File: src/rtl/dfifo_pkg.sv
package dfifo_pkg;
  localparam int unsigned DFIFO_WIDTH = 9;
  localparam int unsigned DFIFO_DEPTH = 8;
endpackage

File: src/rtl/dfifo_core.sv
module dfifo_core #(
  parameter int unsigned WIDTH = 9,
  parameter int unsigned DEPTH = 8,
  localparam int unsigned AW = $clog2(DEPTH),
  localparam int unsigned CW = AW + 1
) (
  input  logic             clk,
  input  logic             rst,
  input  logic             en,
  input  logic             flush,
  input  logic             push,
  input  logic [WIDTH-1:0] push_data,
  input  logic             pop,
  output logic [WIDTH-1:0] pop_data,
  output logic [AW-1:0]    level,
  output logic             full,
  output logic             half,
  output logic             ovf,
  output logic             unf
);
  localparam logic [CW-1:0] CNT_FULL = CW'(DEPTH);
  localparam logic [CW-1:0] CNT_HALF = CW'(DEPTH / 2);
  localparam logic [AW-1:0] PTR_LAST = AW'(DEPTH - 1);

  logic [WIDTH-1:0] mem [DEPTH];
  logic [AW-1:0]    wptr, rptr;
  logic [CW-1:0]    cnt;
  logic             is_full, is_empty, do_push, do_pop;

  assign is_full  = (cnt == CNT_FULL);
  assign is_empty = (cnt == '0);
  assign do_push  = en && push && !is_full && !flush;
  assign do_pop   = en && pop && !is_empty && !flush;

  // storage: no reset so it maps onto block RAM
  always_ff @(posedge clk) begin
    if (do_push) mem[wptr] <= push_data;
  end

  always_ff @(posedge clk) begin
    if (rst)         pop_data <= '0;
    else if (do_pop) pop_data <= mem[rptr];
  end

  always_ff @(posedge clk) begin
    if (rst || flush) begin
      wptr <= '0;
      rptr <= '0;
      cnt  <= '0;
      ovf  <= 1'b0;
      unf  <= 1'b0;
    end else begin
      if (do_push) wptr <= (wptr == PTR_LAST) ? '0 : wptr + 1'b1;
      if (do_pop)  rptr <= (rptr == PTR_LAST) ? '0 : rptr + 1'b1;
      cnt <= cnt + CW'(do_push) - CW'(do_pop);
      if (en && push && is_full) ovf <= 1'b1;
      if (en && pop && is_empty) unf <= 1'b1;
    end
  end

  assign level = cnt[AW-1:0];
  assign full  = is_full;
  assign half  = (cnt >= CNT_HALF);

  assert_count_range_R2: assert property (@(posedge clk) disable iff (rst)
    cnt <= CNT_FULL);

  assert_no_overflow_R5: assert property (@(posedge clk) disable iff (rst)
    (en && !flush && push && !pop && is_full) |=> (cnt == CNT_FULL && ovf));

  assert_empty_pop_hold_R6: assert property (@(posedge clk) disable iff (rst)
    (en && !flush && pop && !push && is_empty) |=> (cnt == '0 && unf && $stable(pop_data)));

  assert_balanced_R7: assert property (@(posedge clk) disable iff (rst)
    (en && !flush && push && pop && !is_empty && !is_full) |=> $stable(cnt));

  assert_disabled_R8: assert property (@(posedge clk) disable iff (rst)
    (!en && !flush) |=> ($stable(cnt) && $stable(pop_data)));

  assert_flush_R9: assert property (@(posedge clk) disable iff (rst)
    flush |=> (cnt == '0 && !ovf && !unf));
endmodule

File: src/rtl/dfifo_flush_guard.sv
module dfifo_flush_guard #(
  parameter int unsigned LW = 3
) (
  input  logic          clk,
  input  logic          rst,
  input  logic          flush,
  input  logic [LW-1:0] rx_level,
  input  logic          rx_full,
  output logic          busy_err
);
  logic rx_holds;
  assign rx_holds = (rx_level != '0) || rx_full;

  always_ff @(posedge clk) begin
    if (rst)        busy_err <= 1'b0;
    else if (flush) busy_err <= rx_holds;
  end

  assert_busy_err_R10: assert property (@(posedge clk) disable iff (rst)
    (flush && rx_holds) |=> busy_err);

  assert_busy_clear_R10: assert property (@(posedge clk) disable iff (rst)
    (flush && !rx_holds) |=> !busy_err);
endmodule

File: src/rtl/dual_fifo_status.sv
module dual_fifo_status
  import dfifo_pkg::*;
#(
  parameter int unsigned WIDTH = DFIFO_WIDTH,
  parameter int unsigned DEPTH = DFIFO_DEPTH,
  localparam int unsigned LW = $clog2(DEPTH)
) (
  input  logic             clk,
  input  logic             rst,
  input  logic             soft_rst,
  input  logic             tx_fifo_en,
  input  logic             rx_fifo_en,
  input  logic             tx_wr,
  input  logic [WIDTH-1:0] tx_wdata,
  input  logic             tx_take,
  output logic [WIDTH-1:0] tx_word,
  input  logic             rx_put,
  input  logic [WIDTH-1:0] rx_word,
  input  logic             rx_rd,
  output logic [WIDTH-1:0] rx_rdata,
  output logic [LW-1:0]    tx_level,
  output logic             tx_half,
  output logic             tx_full,
  output logic             tx_ovf,
  output logic             tx_unf,
  output logic [LW-1:0]    rx_level,
  output logic             rx_half,
  output logic             rx_ready,
  output logic             rx_ovf,
  output logic             rx_unf,
  output logic             flush_busy_err
);
  dfifo_core #(.WIDTH(WIDTH), .DEPTH(DEPTH)) u_tx_q (
    .clk(clk), .rst(rst), .en(tx_fifo_en), .flush(soft_rst),
    .push(tx_wr), .push_data(tx_wdata), .pop(tx_take), .pop_data(tx_word),
    .level(tx_level), .full(tx_full), .half(tx_half), .ovf(tx_ovf), .unf(tx_unf)
  );

  dfifo_core #(.WIDTH(WIDTH), .DEPTH(DEPTH)) u_rx_q (
    .clk(clk), .rst(rst), .en(rx_fifo_en), .flush(soft_rst),
    .push(rx_put), .push_data(rx_word), .pop(rx_rd), .pop_data(rx_rdata),
    .level(rx_level), .full(rx_ready), .half(rx_half), .ovf(rx_ovf), .unf(rx_unf)
  );

  dfifo_flush_guard #(.LW(LW)) u_guard (
    .clk(clk), .rst(rst), .flush(soft_rst),
    .rx_level(rx_level), .rx_full(rx_ready), .busy_err(flush_busy_err)
  );
endmodule

File: config.mk
export PLATFORM = sky130hd
export DESIGN_NAME = dual_fifo_status
export DESIGN_NICKNAME = d
export VERILOG_FILES = /design/src/rtl/dfifo_pkg.sv /design/src/rtl/dfifo_core.sv /design/src/rtl/dfifo_flush_guard.sv /design/src/rtl/dual_fifo_status.sv
export SDC_FILE = /design/constraint.sdc
export NUM_CORES = 1
export LEC_CHECK = 0
export CAP_MARGIN = 30
export CORE_ASPECT_RATIO = 1.75
export CORE_UTILIZATION = 50
export DETAILED_ROUTE_END_ITERATION = 8
export PLACE_DENSITY = 0.81
export SYNTH_ARGS = -nofsm -noshare
export SYNTH_HDL_FRONTEND = slang
export SYNTH_HIERARCHICAL = 1
export SYNTH_SLANG_ARGS = --single-unit
File: constraint.sdc
create_clock -name clk -period 3.9 [get_ports clk]
set_input_delay 0.39 -clock clk [delete_from_list [all_inputs] [get_ports clk]]
set_output_delay 0.39 -clock clk [all_outputs]
set_load 0.03 [all_outputs]
# ---- After elaboration in Yosys (flattened, before gate mapping)
# Memories as Yosys holds them, arrays and structs flattened. A register that Yosys moved wholly into a read port is not among the register bits.
# Index checks and enable logic that the tools add are counted.
dict set report classes {
  add_sub_neg 8
  n_lt_le_gt_ge 2
  n_eq_ne 6
  n_mux 8
  n_reduce_logical 26
}
# op count
set op_table {}
lappend op_table {{1-bit logical AND} 16}
lappend op_table {{3-bit by 1-bit adder with 3-bit output, second input constant} 4}
lappend op_table {{3-bit == test, second input constant} 4}
lappend op_table {{3-bit two-way mux} 4}
lappend op_table {{4-bit by 1-bit adder with 4-bit output} 2}
lappend op_table {{4-bit == test, second input constant} 2}
lappend op_table {{4-bit by 3-bit >= comparator with 1-bit output, second input constant} 2}
lappend op_table {{4-bit logical NOT} 2}
lappend op_table {{4-bit by 1-bit subtractor with 4-bit output} 2}
lappend op_table {{1-bit logical NOT} 5}
lappend op_table {{1-bit two-way mux} 4}
lappend op_table {{3-bit nonzero test} 1}
lappend op_table {{1-bit logical OR} 2}
dict set report totals {
  reg_bits 25
  ramBits 144
  in_bits 27
  n_memories 2
}
# name words width rd rd_ports_with_merged_regs write_ports line
set mem_list {}
lappend mem_list {u_rx_q.mem 8 9 1 1 1 dfifo_core.sv:25} ;# logic [WIDTH-1:0] mem [DEPTH];
lappend mem_list {u_tx_q.mem 8 9 1 1 1 dfifo_core.sv:25}

# ---- Logic depth before layout (Yosys ltp)
dict set report depth {
  depth_word 6
  mapped_depth 12
  mapped_depth_nobuf 12
}

# ---- Hierarchy
# Netlist, hierarchy kept.
# mod n_inst cells_each area_per_inst_um2 seq_area_each_um2
set by_module_without_submodules {}
lappend by_module_without_submodules {dfifo_core 2 223 3704.8 2582.5}
lappend by_module_without_submodules {dfifo_flush_guard 1 4 37.5 20.0}

# ---- Worst setup path after synthesis
# No wires, ideal clock.
dict set report synth_timing {
  kind {flip-flop to flip-flop}
  startpoint {register u_rx_q.cnt[2]}
  endpoint {register u_rx_q.cnt[2]}
  setup_time_ns 0.128
  t_arrival_ns 2.375
  required_ns 3.772
  slack_ns 1.398
  path_stages_with_launch 13
  path_buffers 0
  path_cell_list {dfxtp_1 > inv_1 > ha_1 > nor3b_2 > nor3_4 > inv_2 > ha_1 > inv_1 > ha_1 > inv_1 > fa_1 > xor2_1 > nor2_1}
}
dict set report synth_between {
  elab_chain_cells 6
  word_cells_on_any_way 10
}
# item line
set synth_lines {}
lappend synth_lines {{from (decl)} dfifo_core.sv:27} ;# logic [CW-1:0] cnt;
lappend synth_lines {{from (signal assigned)} dfifo_core.sv:55} ;# cnt <= cnt + CW'(do_push) - CW'(do_pop);
lappend synth_lines {{4-bit == test} dfifo_core.sv:30} ;# assign is_full = (cnt == CNT_FULL);
lappend synth_lines {{via rx_ready} dual_fifo_status.sv:28} ;# output logic rx_ready,
lappend synth_lines {{1-bit logical NOT} dfifo_core.sv:32} ;# assign do_push = en && push && !is_full && !flush;
lappend synth_lines {{1-bit logical AND (2 in a row)} dfifo_core.sv:32}
lappend synth_lines {{4-bit by 1-bit adder with 4-bit output} dfifo_core.sv:55}
lappend synth_lines {{4-bit by 1-bit subtractor with 4-bit output} dfifo_core.sv:55}
# The timed path passes the listed nets, and every way through them passes these cells.
# A chain may end at the register's enable or synchronous reset.

# ---- Worst setup path after layout
dict set report layout_timing {
  startpoint {register u_rx_q.cnt[2]}
  endpoint {output port rx_ready}
}
dict set report layout_between {
  elab_chain_cells 1
}
# item line
set layout_lines {}
lappend layout_lines {{4-bit == test} dfifo_core.sv:30}
lappend layout_lines {{to (decl)} dual_fifo_status.sv:28}
# No other way between the ends.

==> results.toml <==
[floorplanning]
die_w_um = 94.3
ios = 60
fp-row-count = 58
die_h_um = 163
initial_utilization_pct = 51.6
core_sq_um = 14400
dieArea_sq_um = 15400

[place]
place_ws_ns = 1.10
place.gp.congestion = 0.766
dpl.hpwl_um = 10200
portBuffers = 59

[clock_tree]
numCtsBuffers = 17
post_cts_buffers = 0
postCtsHoldBufs = 0
cts_resized = 0
cts_root_buf = "clkbuf_16"
cts_tree = "built"
clock_path_buffers = 2
clkSinkCount = 187
clk-insertion-delay-late_ns = 0.43
clkTransAtPathRegs_ns = 0.07
cts.htree.levels = 4

[yosys]
synth-warning-count = 6
yosys_register_bits = 187
yosysUniqueCellTypes = 35
syn-num-nets = 499
netlist_area_sq_um = 7450
synth.avg_cell_area_sq_um = 16.5
syn_inst = 450
ys_seq_area_share_pct = 69.6

[setup_path]
worstPathRequired_ns = 3.51
crit_type = "reg -> out"
cp-start-kind = "flip-flop"
worstRegToRegCells = 12
end_kind = "primary output"
reg2reg_slack_ns = 1.24
endpoint = "rx_ready"
cp_max_fo = 6
critical_path.startpoint = "u_rx_q/cnt[2]"
r2r_start = "u_rx_q/cnt[2]"
r2r-end = "u_rx_q/cnt[2]"
cp.arrival_ns = 2.28

[global_route]
grt_overflow_total = 0
grt_start_max_net_pins = 22
grt_first_pass_wirelength_um = 23400
first_global_vias = 4480
track_usage_pct = 21.1
antenna_found_initial = 0

[sta]
layout_setup_ws_ns = 1.23
timing.fmax_mhz = 375
setup_viol = 0
hold_violations = 0
period_minus_slack_ns = 2.67
fin_skew_ns = 0.0131
final.setup.tns_ns = 0
slew_headroom_pct = 31.6
drv_slew = 0
worstMarginPinSlew_ns = 1.02
rsz0062_at_grt = "false"
period_share_pct = 68.5

[status]
status = "completed"

[pwr]
p_leak_uw = 0.00297
powerDensity_nw_per_um2 = 451
p_total_uw = 4010
ir_worst_vdd_v = 0.000360

[routing]
route.met2.wl_um = 8340
wl_per_cell_um = 20.8
routed.top_layer = "met4"
dr.pass1.iters = 5
num_vias = 4162
wl_met3_um = 998
drt_iter0_markers = 214
met1_length_um = 5370
drt_wl_total_um = 15000
vias_per_cell = 5.75
drcViolationCount = 0
ant_nets = 0

[job]
drv_cap = 0

[layout]
syn_to_final_growth_pct = 19.4
layout_commonest_cell = "edfxtp_1"
fill_cells = 999
diodes = 0
layout-drive-gt1-share_pct = 19.3
num-nets-final = 580
final_cell_mix = "edfxtp_1 (144), clkdlybuf4s50_1 (59), nor2_1 (43), dfxtp_1 (43), mux4_2 (36)"

[worst_hold_path]
hold_class = "reg -> reg"
hp-start = "u_rx_q/pop_data[1]"
[cell families after synthesis]
logic type / count (synthesis) / synth area share, %
flops: 187 / 69.6
buf+inv: 36 / 2.59
mux: 36 / 10.9
fa+ha+maj: 22 / 3.90
simple gates: 118 / 8.90
compound gates: 47 / 3.63
xor+xnor: 4 / 0.471
[synth_stat cells]
cell | instances | area share (%)
nor3_4 | 2 | 0.44
edfxtp_1 | 144 | 58
inv_2 | 2 | 0.10
mux4_2 | 36 | 11
o21ai_0 | 8 | 0.54
xor2_1 | 2 | 0.24
nor4_1 | 3 | 0.25
nand2_1 | 18 | 0.91
nand3b_1 | 4 | 0.40
nor3_2 | 2 | 0.27
nor3_1 | 26 | 1.7
inv_1 | 16 | 0.81
dfxtp_1 | 43 | 12
and3b_2 | 2 | 0.27
buf_4 | 10 | 1.0
ha_1 | 20 | 3.4
nor3b_2 | 2 | 0.34
buf_6 | 2 | 0.30
a211oi_1 | 1 | 0.10
or2_2 | 2 | 0.17
nand3_4 | 2 | 0.47
a21o_1 | 2 | 0.20
or3_1 | 2 | 0.17
xnor2_1 | 2 | 0.24
o22ai_1 | 18 | 1.5
fa_1 | 2 | 0.54
nand2b_1 | 4 | 0.34
nand3b_4 | 2 | 0.54
nor2_1 | 43 | 2.2
nor3b_1 | 2 | 0.20
a21oi_1 | 14 | 0.94
a31oi_1 | 4 | 0.34
or3b_1 | 2 | 0.24
clkbuf_1 | 2 | 0.10
buf_2 | 4 | 0.27
[flip-flops by register name, summed over array words and instances, names as in the netlist, 3 cells and up]
register	cells
u_rx_q/pop_data	9
u_tx_q/rptr	3
u_tx_q/wptr	3
u_rx_q/mem	72
u_tx_q/pop_data	9
u_rx_q/rptr	3
u_rx_q/cnt	4
u_tx_q/mem	72
u_tx_q/cnt	4
u_rx_q/wptr	3
[stage by stage]
| stage | area (sq um) | hold WS [ns] | util [%] | instances |
|---|---|---|---|---|
| detailed placement | 8300 | 0.471 | 57.4 | 692 |
| CTS | 8890 | 0.497 | 61.6 | 724 |
| floorplan | 7450 | 0.463 | - | 450 |
| global placement | 8300 | 0.460 | 57.4 | 692 |
| global route | 8890 | 0.516 | 61.6 | 724 |
| finish | 8890 | 0.495 | 61.6 | 724 |
[worst max-delay path, cell delays in order (launching register included)]
cell	delay, ns
dfxtp_1	0.32
inv_1	0.10
ha_1	0.14
nor3b_2	0.48
clkdlybuf4s50_1	0.81
[worst min path at each step]
stage                               endpoint  slack (ns)  cells past startpoint
after CTS                 u_tx_q/pop_data[2]        0.50                      2
after global placement            u_tx_q/ovf        0.46                      2
after detailed placement          u_rx_q/unf        0.47                      2
after global routing      u_tx_q/pop_data[6]        0.52                      2
final                     u_rx_q/pop_data[1]        0.49                      2
after floorplan             u_guard/busy_err        0.46                      1
[layout make-up]
type	count	area [sq um]	area share (%)
clock buffer	17	425	4.79
sequential	187	5180	58.3
inverter	18	67.6	0.760
timing repair buffer	80	748	8.42
tap	180	225	2.53
multi-input combinational	227	2070	23.3
clock inverter	15	169	1.90
[per-layer routing]
metal,track usage (%),up-vias
li1,-,1907
met1,21.8,2088
met2,39.3,141
met3,5.21,26
met4,9.09,0
met5,0,-
[where the power goes]
group	internal, uW	switching (uW)
clock network	917	804
logic	54.5	74.1
registers	2150	6.63
Power figures use the tool's default switching activity.
